--- src/rtl/src_pkg.sv ---
package src_pkg;
  localparam int CTRL_W = 16;
  localparam int GUARD_W = 8;
  localparam int ACC_W = CTRL_W + GUARD_W;
  localparam int SAMPLE_W = 24;

  typedef enum logic {
    ACT_TAKE   = 1'b0,
    ACT_REPEAT = 1'b1
  } src_act_e;
endpackage

--- src/rtl/src_integ.sv ---
module src_integ #(
  parameter int AW = 24
) (
  input  logic                 clk,
  input  logic                 rst_n,
  input  logic                 en,
  input  logic signed [AW-1:0] din,
  input  logic signed [AW-1:0] fb,
  output logic signed [AW-1:0] acc
);
  localparam logic signed [AW+1:0] HI = {3'b000, {(AW-1){1'b1}}};
  localparam logic signed [AW+1:0] LO = {3'b111, {(AW-1){1'b0}}};

  logic signed [AW+1:0] sum;
  logic signed [AW-1:0] clamped;

  always_comb begin
    sum = {{2{acc[AW-1]}}, acc} + {{2{din[AW-1]}}, din} - {{2{fb[AW-1]}}, fb};
    if (sum > HI)      clamped = HI[AW-1:0];
    else if (sum < LO) clamped = LO[AW-1:0];
    else               clamped = sum[AW-1:0];
  end

  always_ff @(posedge clk) begin
    if (!rst_n)  acc <= '0;
    else if (en) acc <= clamped;
  end
endmodule

--- src/rtl/src_dsm.sv ---
module src_dsm
  import src_pkg::*;
#(
  parameter int CW    = 16,
  parameter int GUARD = 8,
  parameter int ORDER = 3
) (
  input  logic                 clk,
  input  logic                 rst_n,
  input  logic                 tick,
  input  logic signed [CW-1:0] level,
  output src_act_e             action
);
  localparam int AW = CW + GUARD;
  localparam logic signed [AW-1:0] FS_POS = {{GUARD{1'b0}}, 1'b1, {(CW-1){1'b0}}};
  localparam logic signed [AW-1:0] FS_NEG = {{(GUARD+1){1'b1}}, {(CW-1){1'b0}}};

  logic signed [AW-1:0] stage_q [ORDER];
  logic signed [AW-1:0] stage_in [ORDER];
  logic signed [AW-1:0] feedback;
  logic                 pos_decision;

  assign pos_decision = !stage_q[ORDER-1][AW-1];
  assign feedback     = pos_decision ? FS_POS : FS_NEG;
  assign action       = pos_decision ? ACT_REPEAT : ACT_TAKE;

  for (genvar k = 0; k < ORDER; k++) begin : g_stage
    if (k == 0) begin : g_first
      assign stage_in[k] = {{GUARD{level[CW-1]}}, level};
    end else begin : g_chain
      assign stage_in[k] = stage_q[k-1] >>> k;
    end
    src_integ #(.AW(AW)) u_integ (
      .clk  (clk),
      .rst_n(rst_n),
      .en   (tick),
      .din  (stage_in[k]),
      .fb   (feedback),
      .acc  (stage_q[k])
    );
  end
endmodule

--- src/rtl/src_slot.sv ---
module src_slot #(
  parameter int DW = 24
) (
  input  logic          clk,
  input  logic          rst_n,
  input  logic          in_valid,
  input  logic [DW-1:0] in_data,
  output logic          in_ready,
  input  logic          take_req,
  output logic [DW-1:0] slot_data,
  output logic          consume,
  output logic          starve,
  output logic          clash
);
  logic full_q;

  assign in_ready = !full_q;
  assign consume  = take_req && full_q;
  assign starve   = take_req && !full_q;
  assign clash    = in_valid && full_q;

  always_ff @(posedge clk) begin
    if (!rst_n) begin
      full_q    <= 1'b0;
      slot_data <= '0;
    end else begin
      if (consume) full_q <= 1'b0;
      if (in_valid && !full_q) begin
        full_q    <= 1'b1;
        slot_data <= in_data;
      end
    end
  end
endmodule

--- src/rtl/src_outstage.sv ---
module src_outstage #(
  parameter int DW = 24
) (
  input  logic          clk,
  input  logic          rst_n,
  input  logic          tick,
  input  logic          consume,
  input  logic [DW-1:0] slot_data,
  input  logic          starve,
  input  logic          clash,
  output logic          out_valid,
  output logic [DW-1:0] out_data,
  output logic          underrun,
  output logic          overflow
);
  always_ff @(posedge clk) begin
    if (!rst_n) begin
      out_valid <= 1'b0;
      out_data  <= '0;
      underrun  <= 1'b0;
      overflow  <= 1'b0;
    end else begin
      out_valid <= tick;
      if (consume) out_data <= slot_data;
      if (starve)  underrun <= 1'b1;
      if (clash)   overflow <= 1'b1;
    end
  end
endmodule

--- src/rtl/repeat_take_src.sv ---
module repeat_take_src
  import src_pkg::*;
#(
  parameter int DW    = SAMPLE_W,
  parameter int CW    = CTRL_W,
  parameter int GUARD = GUARD_W
) (
  input  logic                 clk,
  input  logic                 rst_n,
  input  logic                 tick,
  input  logic signed [CW-1:0] rate_ctrl,
  input  logic                 in_valid,
  output logic                 in_ready,
  input  logic [DW-1:0]        in_data,
  output logic                 out_valid,
  output logic [DW-1:0]        out_data,
  output logic                 underrun,
  output logic                 overflow
);
  src_act_e      action;
  logic          take_req;
  logic [DW-1:0] slot_data;
  logic          consume;
  logic          starve;
  logic          clash;

  assign take_req = tick && (action == ACT_TAKE);

  src_dsm #(.CW(CW), .GUARD(GUARD), .ORDER(3)) u_dsm (
    .clk   (clk),
    .rst_n (rst_n),
    .tick  (tick),
    .level (rate_ctrl),
    .action(action)
  );

  src_slot #(.DW(DW)) u_slot (
    .clk      (clk),
    .rst_n    (rst_n),
    .in_valid (in_valid),
    .in_data  (in_data),
    .in_ready (in_ready),
    .take_req (take_req),
    .slot_data(slot_data),
    .consume  (consume),
    .starve   (starve),
    .clash    (clash)
  );

  src_outstage #(.DW(DW)) u_out (
    .clk      (clk),
    .rst_n    (rst_n),
    .tick     (tick),
    .consume  (consume),
    .slot_data(slot_data),
    .starve   (starve),
    .clash    (clash),
    .out_valid(out_valid),
    .out_data (out_data),
    .underrun (underrun),
    .overflow (overflow)
  );
endmodule

--- config.mk ---
export PLATFORM = sky130hd
export DESIGN_NAME = repeat_take_src
export DESIGN_NICKNAME = d
export VERILOG_FILES = /design/src/rtl/src_pkg.sv /design/src/rtl/src_integ.sv /design/src/rtl/src_dsm.sv /design/src/rtl/src_slot.sv /design/src/rtl/src_outstage.sv /design/src/rtl/repeat_take_src.sv
export SDC_FILE = /design/constraint.sdc
export NUM_CORES = 1
export LEC_CHECK = 0
export BUFFER_PORTS_ARGS = -buffer_cell sky130_fd_sc_hd__clkbuf_2
export CORE_UTILIZATION = 55
export CTS_CLUSTER_DIAMETER = 120
export DETAILED_ROUTE_END_ITERATION = 10
export PLACE_DENSITY_LB_ADDON = 0.2
export SYNTH_ARGS = -nofsm -noshare
export SYNTH_HDL_FRONTEND = slang
export SYNTH_SLANG_ARGS = --single-unit
export TNS_END_PERCENT = 5
--- constraint.sdc ---
create_clock -name clk -period 13.7 [get_ports clk]
set_clock_uncertainty 0.05 [all_clocks]
set_input_delay 0.685 -clock clk [delete_from_list [all_inputs] [get_ports clk]]
set_output_delay 0.685 -clock clk [all_outputs]
set_load 0.01 [all_outputs]
Yosys cells after proc, flatten, opt, wreduce, memory -nomap -nowiden --
Cells that the tools add are included.
Word-level totals: register bits after elaboration 124, latch bits 0, memory bits (writable) 0, ROM bits 0, bits of input ports 44, output and inout bits 28, word-level logic and storage cells 37, memories 0
Operators by class: $add $sub $neg 6, multiply operators 0, div/mod/pow operators 0, $lt $le $gt $ge 6, eq/ne operators 0, shifts and indexed selects 0, muxes and demuxes 9, bitwise logic cells 0, reduce and logical (&&, ||, !) cells 7
Operators with widths (number):
- $mux W24 | 7
- $gt A26 B24 Y1 const B | 3
- $lt A26 B24 Y1 const B | 3
- $sub A26 B26 Y26 | 3
- $add A24 B16 Y25 | 1
- $add A24 B22 Y25 | 1
- $add A24 B23 Y25 | 1
- $logic_and A1 B1 Y1 | 5
- $mux W1 | 2
- $reduce_bool A2 Y1 | 1
- $logic_not A1 Y1 | 1

Logic depth before layout (Yosys ltp) --
depth in word-level cells 5, depth in mapped cells 24, gate-level depth less buffers 23

Cells and area by module --
Synthesis repeated with hierarchy kept, for this count alone.
Second synthesis, totals: cells, all modules 1365, area, all modules 11529.8 um^2
By module, submodules not included:
- src_integ (u_dsm.g_stage[1].u_integ) | times used 1, cells an instance 440, area each 3344.5 um^2, sequential area each 480.5 um^2
- src_integ (u_dsm.g_stage[0].u_integ) | times used 1, cells an instance 362, area each 3062.9 um^2, sequential area each 480.5 um^2
- src_integ (u_dsm.g_stage[2].u_integ) | times used 1, cells an instance 364, area each 3041.7 um^2, sequential area each 480.5 um^2
- src_slot | times used 1, cells an instance 112, area each 1044.8 um^2, sequential area each 500.5 um^2
- src_outstage | times used 1, cells an instance 83, area each 1011.0 um^2, sequential area each 540.5 um^2
- repeat_take_src | times used 1, cells an instance 1, area each 13.8 um^2, sequential area each 0.0 um^2
- src_dsm | times used 1, cells an instance 3, area each 11.3 um^2, sequential area each 0.0 um^2

Least setup slack after synthesis --
No wires, ideal clock.
path kind input-to-reg, from in rate_ctrl[0], to reg u_dsm.g_stage[0].u_integ.acc[16], setup time 0.132 ns, arrival 5.005 ns, required time 13.518 ns, setup slack 8.513 ns, stages 23, buffers on the path 2, cell sequence ha_1 fa_1 a21o_1 a21o_1 a21oi_1 o21ai_0 o221ai_1 o2111a_1 nor3_1 a2111oi_0 nor3_1 ha_1 or3_1 clkbuf_1 o21ai_0 a21oi_1 o31a_1 o2bb2ai_1 nor2b_1 a221oi_4 buf_6 mux2i_2 a211oi_2
Between the ends: cells in the longest elaborated chain, start to end 5, elaborated cells on any way between the ends 6, classes of those cells add/sub (2); order compare (2); mux (2)
Ends and longest elaborated chain:
- from (decl) | RTL line repeat_take_src.sv:11 | input logic signed [CW-1:0] rate_ctrl,
- $add A24 B16 Y25 (*) | RTL line src_integ.sv:18 | sum = {{2{acc[AW-1]}}, acc} + {{2{din[AW-1]}}, din} - {{2{fb[AW-1]}}, fb};
- $sub A26 B26 Y26 (*) | RTL line src_integ.sv:18
- $lt A26 B24 Y1 | RTL line src_integ.sv:20 | else if (sum < LO) clamped = LO[AW-1:0];
- $mux W24 | RTL line src_integ.sv:20
- $mux W24 (*) | RTL line src_integ.sv:19 | if (sum > HI) clamped = HI[AW-1:0];
- to (signal assigned) | RTL line src_integ.sv:26 | else if (en) acc <= clamped;
- to (decl) | RTL line src_integ.sv:9 | output logic signed [AW-1:0] acc
Every way passes the cells marked *; elsewhere a longest branch is shown, timed or not. A chain may end at the register's enable or synchronous reset.

Final worst setup path --
from reg u_dsm.g_stage[0].u_integ.acc[1], to reg u_dsm.g_stage[1].u_integ.acc[0]
Between the ends: cells in the longest elaborated chain, start to end 5, elaborated cells on any way between the ends 6, classes of those cells add/sub (2); order compare (2); mux (2)
Ends and longest elaborated chain (RTL line):
- $add A24 B23 Y25 (*) | src_integ.sv:18
- $sub A26 B26 Y26 (*) | src_integ.sv:18
- $lt A26 B24 Y1 | src_integ.sv:20
- $mux W24 | src_integ.sv:20
- $mux W24 (*) | src_integ.sv:19
- to (signal assigned) | src_integ.sv:26
- to (decl) | src_integ.sv:9
Marked as above.

==> impl_metrics.env <==
export IMPL_status="completed"
export IMPL_routed_wl_mm=21.2
export IMPL_layout_common_cells="181 x nand2_1, 147 x a21oi_1, 124 x dfxtp_1"
export IMPL_cp_end_kind="flip-flop"
export IMPL_cap_violations=0
export IMPL_grt_pass1_vias=7438
export IMPL_rsz0062_at_grt="false"
export IMPL_ios=72
export IMPL_synth_top_area_cell="dfxtp_1"
export IMPL_drt_iter0_drc=459
export IMPL_hold_path_class="flip-flop to flip-flop"
export IMPL_drc=0
export IMPL_synth_edf_count=0
export IMPL_synth_seq_cells=124
export IMPL_ys_seq_area_share_pct=27.3
export IMPL_final_common_cell="nand2_1"
export IMPL_antenna_found_initial=0
export IMPL_cp_required_ns=13.99
export IMPL_start_util_pct=56.8
export IMPL_synth_fp_nets=1289
export IMPL_rows=46
export IMPL_drive_gt1_share_pct=12.1
export IMPL_synthDistinctLibCells=77
export IMPL_grt_usage_pct=25.9
export IMPL_period_minus_slack_ns=5.91
export IMPL_slowest_stage="a2bb2oi_2"
export IMPL_finalSetupViolations=0
export IMPL_post_cts_resized=0
export IMPL_setup_worst_path_class="flip-flop to flip-flop"
export IMPL_cts_buffer_depth=2
export IMPL_netlist_instances=1140
export IMPL_die_h_um=131
export IMPL_cp_common_cell="nor2b_1"
export IMPL_diodes=0
export IMPL_tns_ns=0
export IMPL_post_drt_wl_per_cell_um=14.9
export IMPL_routabilityCongestion=0.835
export IMPL_grt_overflow_total=0
export IMPL_ys_top_cells_by_area="dfxtp_1 27%, ha_1 14%, a21oi_1 8.1%, nand2_1 7.5%, xnor2_1 5.0%"
export IMPL_ys_warnings_count=0
export IMPL_vias=8284
export IMPL_cts_tree="done"
export IMPL_cp_top_family="compound AO/OA/AOI/OAI gates"
export IMPL_final_antenna_net_count=0
export IMPL_slew_headroom_pct=34.7
export IMPL_viasPerCell=5.84
export IMPL_numCtsBuffers=17
export IMPL_syn_area_um2=9080
export IMPL_slowest_delay_ns=0.70
export IMPL_syn2layout_area_growth_pct=12.1
export IMPL_cts_clk_slew_worst_paths_ns=0.06
export IMPL_core_um2=16000
export IMPL_fmax_ghz=0.169
export IMPL_insertion_delay_ns=0.43
export IMPL_final_max_slew_viol_count=0
export IMPL_final_nets=1339
export IMPL_port_buffers=71
export IMPL_crit_chain="ha_1 -> fa_1 -> a21o_1 -> a21o_1 -> a211oi_1 -> o31ai_1 -> a41oi_1 -> nor2b_1 -> nor2_1 -> nor2b_1 -> o22ai_1 -> xor2_1 -> fa_1 -> nor2b_1 -> o21ai_0 -> a21boi_0 -> o21ai_0 -> a21oi_1 -> xor2_1 -> nand2_1 -> a2bb2oi_2 -> o21ai_1 -> a211oi_2"
export IMPL_hold_buffers=0
export IMPL_die_area_um2=17000
export IMPL_synth_ff_type="dfxtp_1"
export IMPL_first_pass_iters=5
export IMPL_startpoint_type="flip-flop"
export IMPL_crit_fanout=21
export IMPL_synthArstFlopShare_pct=0
export IMPL_tightest_slew_ns=0.979
export IMPL_hpwlAfterDp_mm=15.1
export IMPL_clkSinkCount=124
export IMPL_grt_pass1_wl_mm=35.2
export IMPL_h_tree_depth=4
export IMPL_grt_max_degree=65
export IMPL_yosys_area_top_type_share_pct=27.3
export IMPL_fin_crit_sh_pct=43.1
export IMPL_post_cts_buffers=0
export IMPL_hold_violations=0
export IMPL_cp_data_arrival_time_ns=6.20
export IMPL_avgSynthCellArea_um2=7.97
export IMPL_root_buffer="clkbuf_16"
export IMPL_die_w_um=131
export IMPL_critical_path_buf_inv_count=0
[through the flow]
stage	instances	util (%)	setup slack (ns)	area, µm²	hold WS [ns]
finish	1419	63.6	7.79	10200	0.399
global route	1419	63.6	7.30	10200	0.413
CTS	1419	63.6	7.80	10200	0.404
detailed placement	1387	59.8	7.50	9560	0.394
global placement	1387	59.8	7.62	9560	0.388
floorplan	1140	-	8.51	9080	0.382
[worst min-delay path, cell delays in order, from the launching register on]
cell and delay, ns:
dfxtp_1 0.31, nand2_1 0.05, a21oi_1 0.05
[final cells by class]
type	instances	area, µm²
clock buffer	18	439
sequential	124	2480
tap	216	270
multi-input combinational	937	6280
clock inverter	14	183
fill	1512	5820
timing repair buffer	77	400
inverter	33	124
[sequential cells by signal, indices dropped and copies added (netlist names)]
signal                     cells
u_dsm.g_stage.u_integ.acc     72
u_out.out_data                24
u_slot.slot_data              24
u_out.out_valid                1
u_out.overflow                 1
u_out.underrun                 1
u_slot.full_q                  1
[routing by layer]
| metal | vias to the layer above | wire, µm | share of wire, % | GRT usage, % |
|---|---|---|---|---|
| met3 | 31 | 755 | 3.6 | 4.52 |
| met4 | 0 | 320 | 1.5 | 7.84 |
| met5 | - | 0 | 0 | 0 |
| met1 | 3850 | 10600 | 50 | 36.5 |
| met2 | 156 | 9470 | 45 | 40.1 |
| li1 | 4247 | - | - | - |
[final timing paths]
kind | startpoint | end | slack, ns | cells after the start
hold / removal | u_slot.slot_data[3] | u_out.out_data[3] | 0.40 | 2
setup / recovery | u_dsm.g_stage[0].u_integ.acc[1] | u_dsm.g_stage[1].u_integ.acc[0] | 7.79 | 23
hold reg to reg | u_slot.slot_data[3] | u_out.out_data[3] | 0.40 | 2
setup reg to reg | u_dsm.g_stage[0].u_integ.acc[1] | u_dsm.g_stage[1].u_integ.acc[0] | 7.79 | 23
[logic make-up after synthesis]
group                      after synthesis  synth area share (%)
DFF                                    124                  27.3
muxes                                    3                 0.372
buffers and inverters                   79                  3.62
AOI/OAI and AO/OA                      397                  28.5
and+or+nand+nor                        355                  17.8
adders and majority gates              106                  15.1
xor gates and xnor gates                76                  7.33
[synth_stat cells, types with 8 or more instances]
library cell and instances:
xor2_1 24, o21ai_0 81, o21a_1 9, nand2b_1 13, nor3_1 14, nand3_1 23
nand4_1 8, inv_1 33, nor2b_1 16, nand2_1 181, xnor2_1 52, buf_2 8
a21o_1 34, and3_1 8, dfxtp_1 124, o21bai_1 9, a211oi_1 14, a21oi_1 147
ha_1 99, clkbuf_1 32, a221o_1 22, a31oi_1 10, nor2_1 59
Power is not shown: default switching activity piles up to over one toggle a cycle in this logic, so the estimate is an artifact.
